===== config.mk =====
export PLATFORM = sky130hd
export DESIGN_NAME = pbdma_top
export DESIGN_NICKNAME = d
export VERILOG_FILES = /design/src/rtl/pbdma_pkg.sv /design/src/rtl/pbdma_sizer.sv /design/src/rtl/pbdma_stubs.sv /design/src/rtl/pbdma_engine.sv /design/src/rtl/pbdma_top.sv
export SDC_FILE = /design/constraint.sdc
export NUM_CORES = 1
export LEC_CHECK = 0
export BUFFER_PORTS_ARGS = -buffer_cell sky130_fd_sc_hd__buf_2
export CORE_ASPECT_RATIO = 1.2
export CORE_MARGIN = 5
export CORE_UTILIZATION = 55
export CTS_CLUSTER_SIZE = 8
export DETAILED_ROUTE_END_ITERATION = 10
export PLACE_DENSITY = 0.74
export REMOVE_ABC_BUFFERS = 1
export SYNTH_ARGS = -nofsm -noshare
export SYNTH_HDL_FRONTEND = slang
export SYNTH_SLANG_ARGS = --single-unit

===== constraint.sdc =====
create_clock -name clk -period 9 [get_ports clk]
set_clock_uncertainty 0.15 [all_clocks]
set_input_delay 1.8 -clock clk [delete_from_list [all_inputs] [get_ports clk]]
set_output_delay 1.8 -clock clk [all_outputs]
set_load 0.01 [all_outputs]

===== src/rtl/pbdma_pkg.sv =====
package pbdma_pkg;
   localparam int unsigned REG_W = 32;
   localparam logic [3:0] IDX_DPTR = 4'd0;
   localparam logic [3:0] IDX_RPTR = 4'd1;
   localparam logic [3:0] IDX_D2R  = 4'd2;
   localparam logic [3:0] IDX_R2D  = 4'd3;
   localparam logic [3:0] IDX_STAT = 4'd4;
   localparam int unsigned STUB_BASE = 5;

   typedef enum logic [1:0] {ST_IDLE, ST_FETCH, ST_STORE} eng_state_e;
   typedef enum logic {DIR_D2R = 1'b0, DIR_R2D = 1'b1} dir_e;

   typedef struct packed {
      logic pend;
      logic io_err;
      logic io_busy;
      logic active;
   } stat_t;
endpackage


===== src/rtl/pbdma_sizer.sv =====
module pbdma_sizer #(
   parameter int unsigned LEN_W     = 24,
   parameter logic [31:0] DRAM_MASK = 32'h007F_FFFE,
   localparam int unsigned CNT_W    = LEN_W + 1
) (
   input  logic [31:0]      len_val,
   input  logic [31:0]      dptr,
   input  logic [31:0]      rptr,
   output logic [31:0]      dram_start,
   output logic [31:0]      rom_start,
   output logic [CNT_W-1:0] count
);
   logic [CNT_W-1:0] nominal;
   logic [CNT_W-1:0] trim;

   always_comb begin
      dram_start = dptr & DRAM_MASK;
      rom_start  = {rptr[31:1], 1'b0};
      nominal    = {1'b0, len_val[LEN_W-1:0]} + CNT_W'(1);
      trim       = CNT_W'(dram_start[2:0]);
      count      = (nominal > trim) ? (nominal - trim) : '0;
   end
endmodule


===== src/rtl/pbdma_stubs.sv =====
module pbdma_stubs #(
   parameter int unsigned N    = 8,
   parameter int unsigned W    = 8,
   parameter int unsigned BASE = 5
) (
   input  logic        clk,
   input  logic        rst_n,
   input  logic        we,
   input  logic [3:0]  widx,
   input  logic [31:0] wdata,
   output logic [31:0] rdata,
   output logic        hit
);
   logic [W-1:0] rd_vec [N];

   for (genvar gi = 0; gi < N; gi++) begin : g_slot
      logic [W-1:0] q;
      always_ff @(posedge clk) begin
         if (!rst_n)                                q <= '0;
         else if (we && (widx == 4'(BASE + gi)))    q <= wdata[W-1:0];
      end
      assign rd_vec[gi] = q;
   end

   always_comb begin
      rdata = '0;
      hit   = 1'b0;
      for (int i = 0; i < N; i++) begin
         if (widx == 4'(BASE + i)) begin
            hit   = 1'b1;
            rdata = {{(32-W){1'b0}}, rd_vec[i]};
         end
      end
   end
endmodule


===== src/rtl/pbdma_engine.sv =====
module pbdma_engine
   import pbdma_pkg::*;
#(
   parameter int unsigned CNT_W   = 25,
   parameter int unsigned DRAM_AW = 23,
   parameter int unsigned ROM_AW  = 16
) (
   input  logic               clk,
   input  logic               rst_n,
   input  logic               start,
   input  dir_e               dir,
   input  logic [31:0]        dram_base,
   input  logic [31:0]        rom_base,
   input  logic [CNT_W-1:0]   count,
   output logic               active,
   output logic               done,
   output logic [DRAM_AW-1:0] dram_addr,
   output logic               dram_rd,
   output logic               dram_wr,
   output logic [7:0]         dram_wdata,
   input  logic [7:0]         dram_rdata,
   output logic [ROM_AW-1:0]  rom_addr,
   output logic               rom_rd,
   output logic               rom_wr,
   output logic [7:0]         rom_wdata,
   input  logic [7:0]         rom_rdata
);
   eng_state_e       state;
   dir_e             dir_q;
   logic [CNT_W-1:0] idx, total;
   logic [CNT_W-1:0] idx_nx;
   logic [31:0]      d_base, r_base;
   logic [31:0]      d_cur, r_cur;

   assign idx_nx = idx + CNT_W'(1);
   assign d_cur  = d_base + {{(32-CNT_W){1'b0}}, idx};
   assign r_cur  = r_base + {{(32-CNT_W){1'b0}}, idx};
   assign active = (state != ST_IDLE);
   assign done   = (state == ST_STORE) && (idx_nx == total);

   always_ff @(posedge clk) begin
      if (!rst_n) begin
         state  <= ST_IDLE;
         dir_q  <= DIR_D2R;
         idx    <= '0;
         total  <= '0;
         d_base <= '0;
         r_base <= '0;
      end else begin
         unique case (state)
            ST_IDLE: if (start) begin
               state  <= ST_FETCH;
               dir_q  <= dir;
               idx    <= '0;
               total  <= count;
               d_base <= dram_base;
               r_base <= rom_base;
            end
            ST_FETCH: state <= ST_STORE;
            ST_STORE: begin
               idx   <= idx_nx;
               state <= done ? ST_IDLE : ST_FETCH;
            end
            default: state <= ST_IDLE;
         endcase
      end
   end

   always_comb begin
      dram_addr  = d_cur[DRAM_AW-1:0];
      rom_addr   = r_cur[ROM_AW-1:0];
      dram_wdata = rom_rdata;
      rom_wdata  = dram_rdata;
      dram_rd    = (state == ST_FETCH) && (dir_q == DIR_D2R);
      rom_rd     = (state == ST_FETCH) && (dir_q == DIR_R2D);
      rom_wr     = (state == ST_STORE) && (dir_q == DIR_D2R);
      dram_wr    = (state == ST_STORE) && (dir_q == DIR_R2D);
   end
endmodule


===== src/rtl/pbdma_top.sv =====
module pbdma_top
   import pbdma_pkg::*;
#(
   parameter int unsigned DRAM_AW   = 23,
   parameter int unsigned ROM_AW    = 16,
   parameter int unsigned LEN_W     = 24,
   parameter int unsigned STUB_N    = 8,
   parameter int unsigned STUB_W    = 8,
   parameter logic [31:0] DRAM_MASK = 32'h007F_FFFE
) (
   input  logic               clk,
   input  logic               rst_n,
   input  logic               reg_we,
   input  logic [3:0]         reg_widx,
   input  logic [31:0]        reg_wdata,
   output logic [31:0]        reg_rdata,
   output logic               irq,
   output logic [DRAM_AW-1:0] dram_addr,
   output logic               dram_rd,
   output logic               dram_wr,
   output logic [7:0]         dram_wdata,
   input  logic [7:0]         dram_rdata,
   output logic [ROM_AW-1:0]  rom_addr,
   output logic               rom_rd,
   output logic               rom_wr,
   output logic [7:0]         rom_wdata,
   input  logic [7:0]         rom_rdata
);
   localparam int unsigned CNT_W = LEN_W + 1;

   if (LEN_W < 4 || LEN_W > 30) begin : g_bad_len
      $error("pbdma_top: LEN_W out of range");
   end
   if (ROM_AW < 1 || ROM_AW > 32 || DRAM_AW < 3 || DRAM_AW > 32) begin : g_bad_aw
      $error("pbdma_top: address width out of range");
   end
   if (STUB_BASE + STUB_N > 16 || STUB_W < 1 || STUB_W > 16) begin : g_bad_stub
      $error("pbdma_top: scratch bank does not fit the index space");
   end

   logic [31:0]      dptr_q, rptr_q, d2r_len_q, r2d_len_q;
   logic             pend_q;
   logic [31:0]      dram_start, rom_start;
   logic [CNT_W-1:0] count;
   logic             eng_active, eng_done;
   logic             len_wr, zero_run, eng_start, clr_req;
   dir_e             dir_sel;
   logic [31:0]      stub_rdata;
   logic             stub_hit;
   stat_t            stat;

   pbdma_sizer #(.LEN_W(LEN_W), .DRAM_MASK(DRAM_MASK)) u_sizer (
      .len_val    (reg_wdata),
      .dptr       (dptr_q),
      .rptr       (rptr_q),
      .dram_start (dram_start),
      .rom_start  (rom_start),
      .count      (count)
   );

   assign dir_sel   = (reg_widx == IDX_R2D) ? DIR_R2D : DIR_D2R;
   assign len_wr    = reg_we && ((reg_widx == IDX_D2R) || (reg_widx == IDX_R2D)) && !eng_active;
   assign zero_run  = (count == '0);
   assign eng_start = len_wr && !zero_run;
   assign clr_req   = reg_we && (reg_widx == IDX_STAT) && reg_wdata[1];

   pbdma_engine #(.CNT_W(CNT_W), .DRAM_AW(DRAM_AW), .ROM_AW(ROM_AW)) u_eng (
      .clk        (clk),
      .rst_n      (rst_n),
      .start      (eng_start),
      .dir        (dir_sel),
      .dram_base  (dram_start),
      .rom_base   (rom_start),
      .count      (count),
      .active     (eng_active),
      .done       (eng_done),
      .dram_addr  (dram_addr),
      .dram_rd    (dram_rd),
      .dram_wr    (dram_wr),
      .dram_wdata (dram_wdata),
      .dram_rdata (dram_rdata),
      .rom_addr   (rom_addr),
      .rom_rd     (rom_rd),
      .rom_wr     (rom_wr),
      .rom_wdata  (rom_wdata),
      .rom_rdata  (rom_rdata)
   );

   pbdma_stubs #(.N(STUB_N), .W(STUB_W), .BASE(STUB_BASE)) u_stubs (
      .clk   (clk),
      .rst_n (rst_n),
      .we    (reg_we),
      .widx  (reg_widx),
      .wdata (reg_wdata),
      .rdata (stub_rdata),
      .hit   (stub_hit)
   );

   always_ff @(posedge clk) begin
      if (!rst_n) begin
         dptr_q    <= '0;
         rptr_q    <= '0;
         d2r_len_q <= '0;
         r2d_len_q <= '0;
         pend_q    <= 1'b0;
      end else begin
         if (len_wr) begin
            dptr_q <= dram_start + {{(32-CNT_W){1'b0}}, count};
            rptr_q <= rom_start + {{(32-CNT_W){1'b0}}, count};
            if (dir_sel == DIR_R2D) r2d_len_q <= {{(32-CNT_W){1'b0}}, count};
            else                    d2r_len_q <= {{(32-CNT_W){1'b0}}, count};
         end else if (reg_we && reg_widx == IDX_DPTR) begin
            dptr_q <= reg_wdata;
         end else if (reg_we && reg_widx == IDX_RPTR) begin
            rptr_q <= reg_wdata;
         end
         if (eng_done || (len_wr && zero_run)) pend_q <= 1'b1;
         else if (clr_req)                     pend_q <= 1'b0;
      end
   end

   assign irq = pend_q;

   always_comb begin
      stat = '{pend: pend_q, io_err: 1'b0, io_busy: 1'b0, active: eng_active};
      unique case (reg_widx)
         IDX_DPTR: reg_rdata = dptr_q;
         IDX_RPTR: reg_rdata = rptr_q;
         IDX_D2R:  reg_rdata = d2r_len_q;
         IDX_R2D:  reg_rdata = r2d_len_q;
         IDX_STAT: reg_rdata = {28'd0, stat};
         default:  reg_rdata = stub_hit ? stub_rdata : 32'd0;
      endcase
   end
endmodule


* Word level (Yosys, flattened, before mapping) *
Cells that the tools add are included.

operators by class
  $add $sub $neg = 7
  multiply operators = 0
  div/mod/pow operators = 0
  magnitude comparators = 1
  equal/unequal tests = 17
  shift operators = 0
  muxes and demuxes = 32
  bitwise gates (word level) = 2
  reductions and logical operators = 38

operators by type and width
  cell                   number
  $mux 32                6
  $pmux 32 s5            1
  $mux 8                 8
  $mux 25                2
  $pmux 25 s2            1
  $add 32x25->32         1
  $add 23x25->26         1
  $add 24x1->25 const B  1
  $add 25x1->25 const B  1
  $eq 25x25->1           1
  $gt 25x3->1            1
  $logic_not 25->1       1
  $sub 25x3->25          1
  $add 23x23->23         1
  $logic_and 1x1->1      21
  $eq 4x4->1 const B     5
  $add 16x16->16         1
  $eq 4x3->1 const B     4
  $mux 1                 12
  $reduce_and 2->1       5
  $reduce_bool 2->1      5
  $eq 4x2->1 const B     2
  $pmux 2 s3             1
  $eq 4x1->1 const B     1
  9 further kinds        13

storage, ports and cells
  register bits after elaboration = 269
  latch bits = 0
  RAM bits = 0
  bits in read-only memories = 0
  bits of input ports = 55
  output and inout port bits = 92
  word-level logic and storage cells = 116
  memories kept = 0

* Logic depth before layout (Yosys ltp) *
  word-level depth = 11
  gate-level depth with buffers = 25
  depth with buffers taken out = 24

* Cells and area by module *
From an unflattened synthesis, not the netlist that was laid out.

unflattened totals
  cell total of the unflattened synthesis = 2695
  area total of the unflattened synthesis = 20176.9 µm²

modules (own cells, without submodules)
  module        instances  cells each  area each (µm²)  seq. area each (µm²)
  pbdma_top     1          1102        8265.4           2302.2
  pbdma_engine  1          862         6419.9           1841.8
  pbdma_stubs   1          426         3450.8           1281.2
  pbdma_sizer   1          305         2040.7           0.0

* Worst setup path before layout *
OpenSTA, ideal clock, no wires.

  path type = input to register
  start = input reg_wdata[2]
  end = register dptr_q[25]
  setup time = 0.128 ns
  arrival = 7.262 ns
  required time = 8.722 ns
  slack = 1.460 ns
  stages on the path = 22
  buffers on the path = 3
  path through = buf_2 > clkbuf_1 > xor2_1 > fa_1 > a2111oi_4 > nand2_1 > a221o_1 > nor2_1 > clkbuf_1 > nor2b_1 > fa_1 > a21o_1 > a21o_1 > a21o_1 > o31a_1 > a41oi_1 > a22oi_1 > a22o_1 > o41ai_1 > o21ai_0 > a41oi_1 > nor2_1

between the ends
  longest elaborated chain between the ends = 5
  elaborated cells on any way between the ends = 6
  those cells by class = add/sub (3); order compare (1); mux (2)

RTL lines
  what                                                 line               source
  start, declared                                      pbdma_top.sv:15    input logic [31:0] reg_wdata,
  $add 24x1->25 (*)                                    pbdma_sizer.sv:19  nominal = {1'b0, len_val[LEN_W-1:0]} + CNT_W'(1);
  $sub 25x3->25 / $gt 25x3->1 (equally long branches)  pbdma_sizer.sv:21  count = (nominal > trim) ? (nominal - trim) : '0;
  $mux 25 (*)                                          pbdma_sizer.sv:21
  via count[2]                                         pbdma_top.sv:44    logic [CNT_W-1:0] count;
  $add 23x25->26 (*)                                   pbdma_top.sv:108   dptr_q <= dram_start + {{(32-CNT_W){1'b0}}, count};
  $mux 32 (*)                                          pbdma_top.sv:107   if (len_wr) begin
  end signal, assigned                                 pbdma_top.sv:108
  end signal, assigned                                 pbdma_top.sv:113   dptr_q <= reg_wdata;
  end, declared                                        pbdma_top.sv:41    logic [31:0] dptr_q, rptr_q, d2r_len_q, r2d_len_q;

The timed path passes the listed nets; every way through them passes the cells marked *.
A chain may end at the register's enable or synchronous reset.

* Final worst setup path *
  start = input reg_wdata[0]
  end = register dptr_q[25]

The elaborated chain is that of the path after synthesis.

==> impl_metrics.json <==
{
  "status": "finished, final reports clean",
  "min_to": "u_eng.d_base[21]",
  "diodes": 0,
  "timing.rr.end": "dptr_q[25]",
  "synthCells": 2354,
  "drv_cap": 0,
  "final_nets": 2505,
  "max_freq_mhz": 127,
  "switching_share": 0.267,
  "num_io_pins": 147,
  "start_kind": "primary input",
  "clkTransAtPathRegs_ps": 50,
  "hold_path_depth": 2,
  "rsz0062_at_grt": "false",
  "synth-simple-area-share": 0.247,
  "cts_setup_buffers": 0,
  "core-area_mm2": 0.0323,
  "pwr-share-seq": 0.431,
  "grt_first_pass_wirelength_um": 89600,
  "synth-async-reset-ratio": 0,
  "synth_adder_area_share": 0.0640,
  "dr.pass1.iters": 7,
  "io_buffer_count": 114,
  "grt_pass1_vias": 16700,
  "die-height_um": 208,
  "tritoncts": "built",
  "ys_warn_count": 0,
  "worstPathRequired_ps": 9230,
  "ys_seq_elements": 269,
  "synth_top_family_by_area": "simple AND/OR/NAND/NOR gates",
  "critPathSlowestCell": "nor2_1",
  "p_switching_mw": 0.767,
  "cts_buffers": 39,
  "synthFlopType": "dfxtp_1",
  "post-route-min-period_ps": 7900,
  "dieArea_mm2": 0.0364,
  "layout_common_cells": "386 x nand2_1, 269 x dfxtp_1, 191 x nor2_1",
  "cts_max_level": 2,
  "ir_worst_vdd_uv": 138,
  "die_x_um": 175,
  "dp_hpwl_um": 40900,
  "hold_viol_final": 0,
  "synth-compound-area-share": 0.209,
  "synth_edf_count": 0,
  "post_drt_wl_per_cell_um": 20.4,
  "internal-power_mw": 2.10,
  "synthToLayoutAreaGrowth_pct": 8.49,
  "mostFrequentLayoutCell": "nand2_1",
  "worst-path-stages": 23,
  "rrSetupSlack_ps": 2470,
  "critPathTopFamily": "compound AO/OA/AOI/OAI gates",
  "hold_buffers": 0,
  "yosysUniqueCellTypes": 89,
  "drc": 0,
  "crit_start": "reg_wdata[0]",
  "num_vias": 17600,
  "grt-ovfl-total": 0,
  "clk_latency_ps": 530,
  "initial_utilization": 0.558,
  "crit_type": "primary input to flop",
  "antenna_found_initial": 0,
  "slew_viol_final": 0,
  "combPwrFrac": 0.125,
  "fin_tns_setup_ps": 0,
  "clkPwrFrac": 0.444,
  "utilization": 0.605,
  "yosysSeqAreaShare": 0.299,
  "wl_um": 56600,
  "drt_iter0_markers": 1714,
  "slowest_delay_ps": 520,
  "cts_resized": 0,
  "power.density_mw_per_mm2": 147,
  "slew_headroom": 0.160,
  "syn_area_mm2": 0.0180,
  "place.gp.congestion": 0.970,
  "critical_path_arrival_ps": 8130,
  "path_common_cell": "a21o_1",
  "ant_nets": 0,
  "root_buffer": "clkbuf_16",
  "cp_num_buf_inv": 3,
  "num_rows": 72,
  "p_leak_nw": 7.69,
  "hp-start": "u_eng.d_base[21]",
  "hold_class": "flop to flop",
  "finalSetupViolations": 0,
  "fin_crit_sh": 0.878,
  "synth-xor-area-share": 0.0778,
  "clockBufferDepth": 3,
  "clock_sinks": 269,
  "r2r-start": "dptr_q[2]",
  "viasPerCell": 6.36,
  "drive_gt1_frac": 0.101,
  "path_cells": "buf_2 -> ha_1 -> inv_1 -> ha_1 -> inv_1 -> fa_1 -> a2111oi_4 -> nand2_1 -> a221o_1 -> nor2_1 -> nor2b_1 -> fa_1 -> a21o_1 -> a21o_1 -> a21o_1 -> o31a_1 -> a41oi_1 -> a22oi_1 -> a22o_1 -> o41ai_1 -> o21ai_0 -> a41oi_1 -> nor2_1",
  "grt_use_total": 0.299,
  "reg2regPathDepth": 19,
  "muxShareOfSynthArea": 0.0505,
  "cp_max_fo": 17,
  "pre_cts_ws_ps": 699,
  "worstSetupEndpointType": "flop",
  "worst_pin_slew_ps": 1260,
  "avgSynthCellArea_um2": 7.64,
  "grt_max_degree": 74,
  "setup_slack_ps": 1100
}
-- how the worst max path moves through the flow --
stage | slack (ps) | to
floorplan | 1090 | dptr_q[25]
global placement | 800 | dptr_q[25]
detailed placement | 700 | dptr_q[25]
CTS | 1210 | dptr_q[25]
global route | 750 | dptr_q[25]
finish | 1100 | dptr_q[25]
-- kinds of logic (layout without fill, tap and decap cells) --
group | after synthesis | count (layout)
multiplexers | 89 | 89
adder cells (fa/ha/maj) | 89 | 89
XOR/XNOR | 158 | 158
AND/OR/NAND/NOR | 959 | 959
flip-flops | 269 | 269
AO/OA/AOI/OAI | 573 | 573
buffers and inverters | 217 | 225
-- flip-flops by register name (all words and copies together) (netlist names), named ones only --
signal            flops
u_eng.r_base         15
u_eng.total          25
u_eng.d_base         22
u_stubs.g_slot.q     64
u_eng.dir_q           1
u_eng.state           2
d2r_len_q            25
r2d_len_q            25
irq                   1
u_eng.idx            25
rptr_q               32
dptr_q               31
-- per-stage QoR --
stage / instances / cell area (um^2) / hold WS [ps] / power [mW]
2_1_floorplan: 2175 / 17200 / 283 / 1.47
3_5_place_dp: 2727 / 18500 / 296 / 1.61
4_1_cts: 2769 / 19500 / 302 / 2.88
6_report: 2769 / 19500 / 300 / 2.87
3_3_place_gp: 2727 / 18500 / 289 / 1.60
5_1_grt: 2769 / 19500 / 311 / 2.97
-- Yosys cell counts (7+ instances only) --
library cell / number / share of area
buf_2: 13 / 0.0036
ha_1: 84 / 0.058
a311oi_1: 31 / 0.015
nand2_1: 386 / 0.081
o31ai_1: 10 / 0.0042
nor2_1: 193 / 0.040
mux2_2: 10 / 0.0063
a31oi_1: 16 / 0.0056
o22ai_1: 8 / 0.0028
nand3_1: 146 / 0.041
o21a_1: 8 / 0.0033
dfxtp_1: 269 / 0.30
o21ai_1: 34 / 0.0095
nor2b_1: 23 / 0.0080
and2_1: 15 / 0.0052
buf_4: 21 / 0.0088
o211ai_1: 16 / 0.0067
nand4_1: 23 / 0.0080
a21oi_1: 161 / 0.045
a211oi_1: 16 / 0.0067
xnor2_1: 107 / 0.052
nor3_1: 42 / 0.012
buf_1: 22 / 0.0046
or2_2: 9 / 0.0031
a22o_1: 11 / 0.0054
inv_1: 37 / 0.0077
clkbuf_1: 116 / 0.024
a221oi_1: 8 / 0.0039
nor3b_1: 7 / 0.0029
a21o_1: 30 / 0.013
and4_1: 10 / 0.0049
xor2_1: 49 / 0.024
a22oi_1: 35 / 0.015
or3_1: 18 / 0.0063
nor4_1: 11 / 0.0038
o21ai_0: 111 / 0.031
mux2i_1: 78 / 0.043
a21boi_0: 9 / 0.0038
nand2b_1: 20 / 0.0070
and3_1: 27 / 0.0094
-- power groups by stage --
stage          combinational (mW)  sequential [mW]  clock [mW]
2_1_floorplan               0.221             1.25           0
3_3_place_gp                0.343             1.26           0
3_5_place_dp                0.350             1.26           0
4_1_cts                     0.352             1.24        1.29
5_1_grt                     0.390             1.24        1.34
6_report                    0.360             1.24        1.27
-- metal layers --
metal | GRT usage | part of all wire
met1 | 0.391 | 0.41
met2 | 0.491 | 0.46
met3 | 0.0467 | 0.087
met4 | 0.123 | 0.043
met5 | 0 | 0
-- area by class of cell --
type | instances | area (um^2)
clock buffers | 41 | 993
fillers | 2983 | 12700
repair buffers | 145 | 806
well taps | 407 | 509
flip-flops and latches | 269 | 5390
clock inverters | 1 | 8.76
multi-input cells | 1868 | 11700
inverters | 38 | 145
-- worst reg2reg max path, cell delays in order (launching register included) --
cell and delay, ps:
dfxtp_1 540, inv_1 150, fa_1 560, a2111oi_4 460
nand2_1 200, a221o_1 360, nor2_1 520, nor2b_1 180
fa_1 470, a21o_1 200, a21o_1 210, a21o_1 200
o31a_1 280, a41oi_1 380, a22oi_1 200, a22o_1 250
o41ai_1 470, o21ai_0 270, a41oi_1 270, nor2_1 60
No activity file was read; power rests on OpenSTA's default activity.
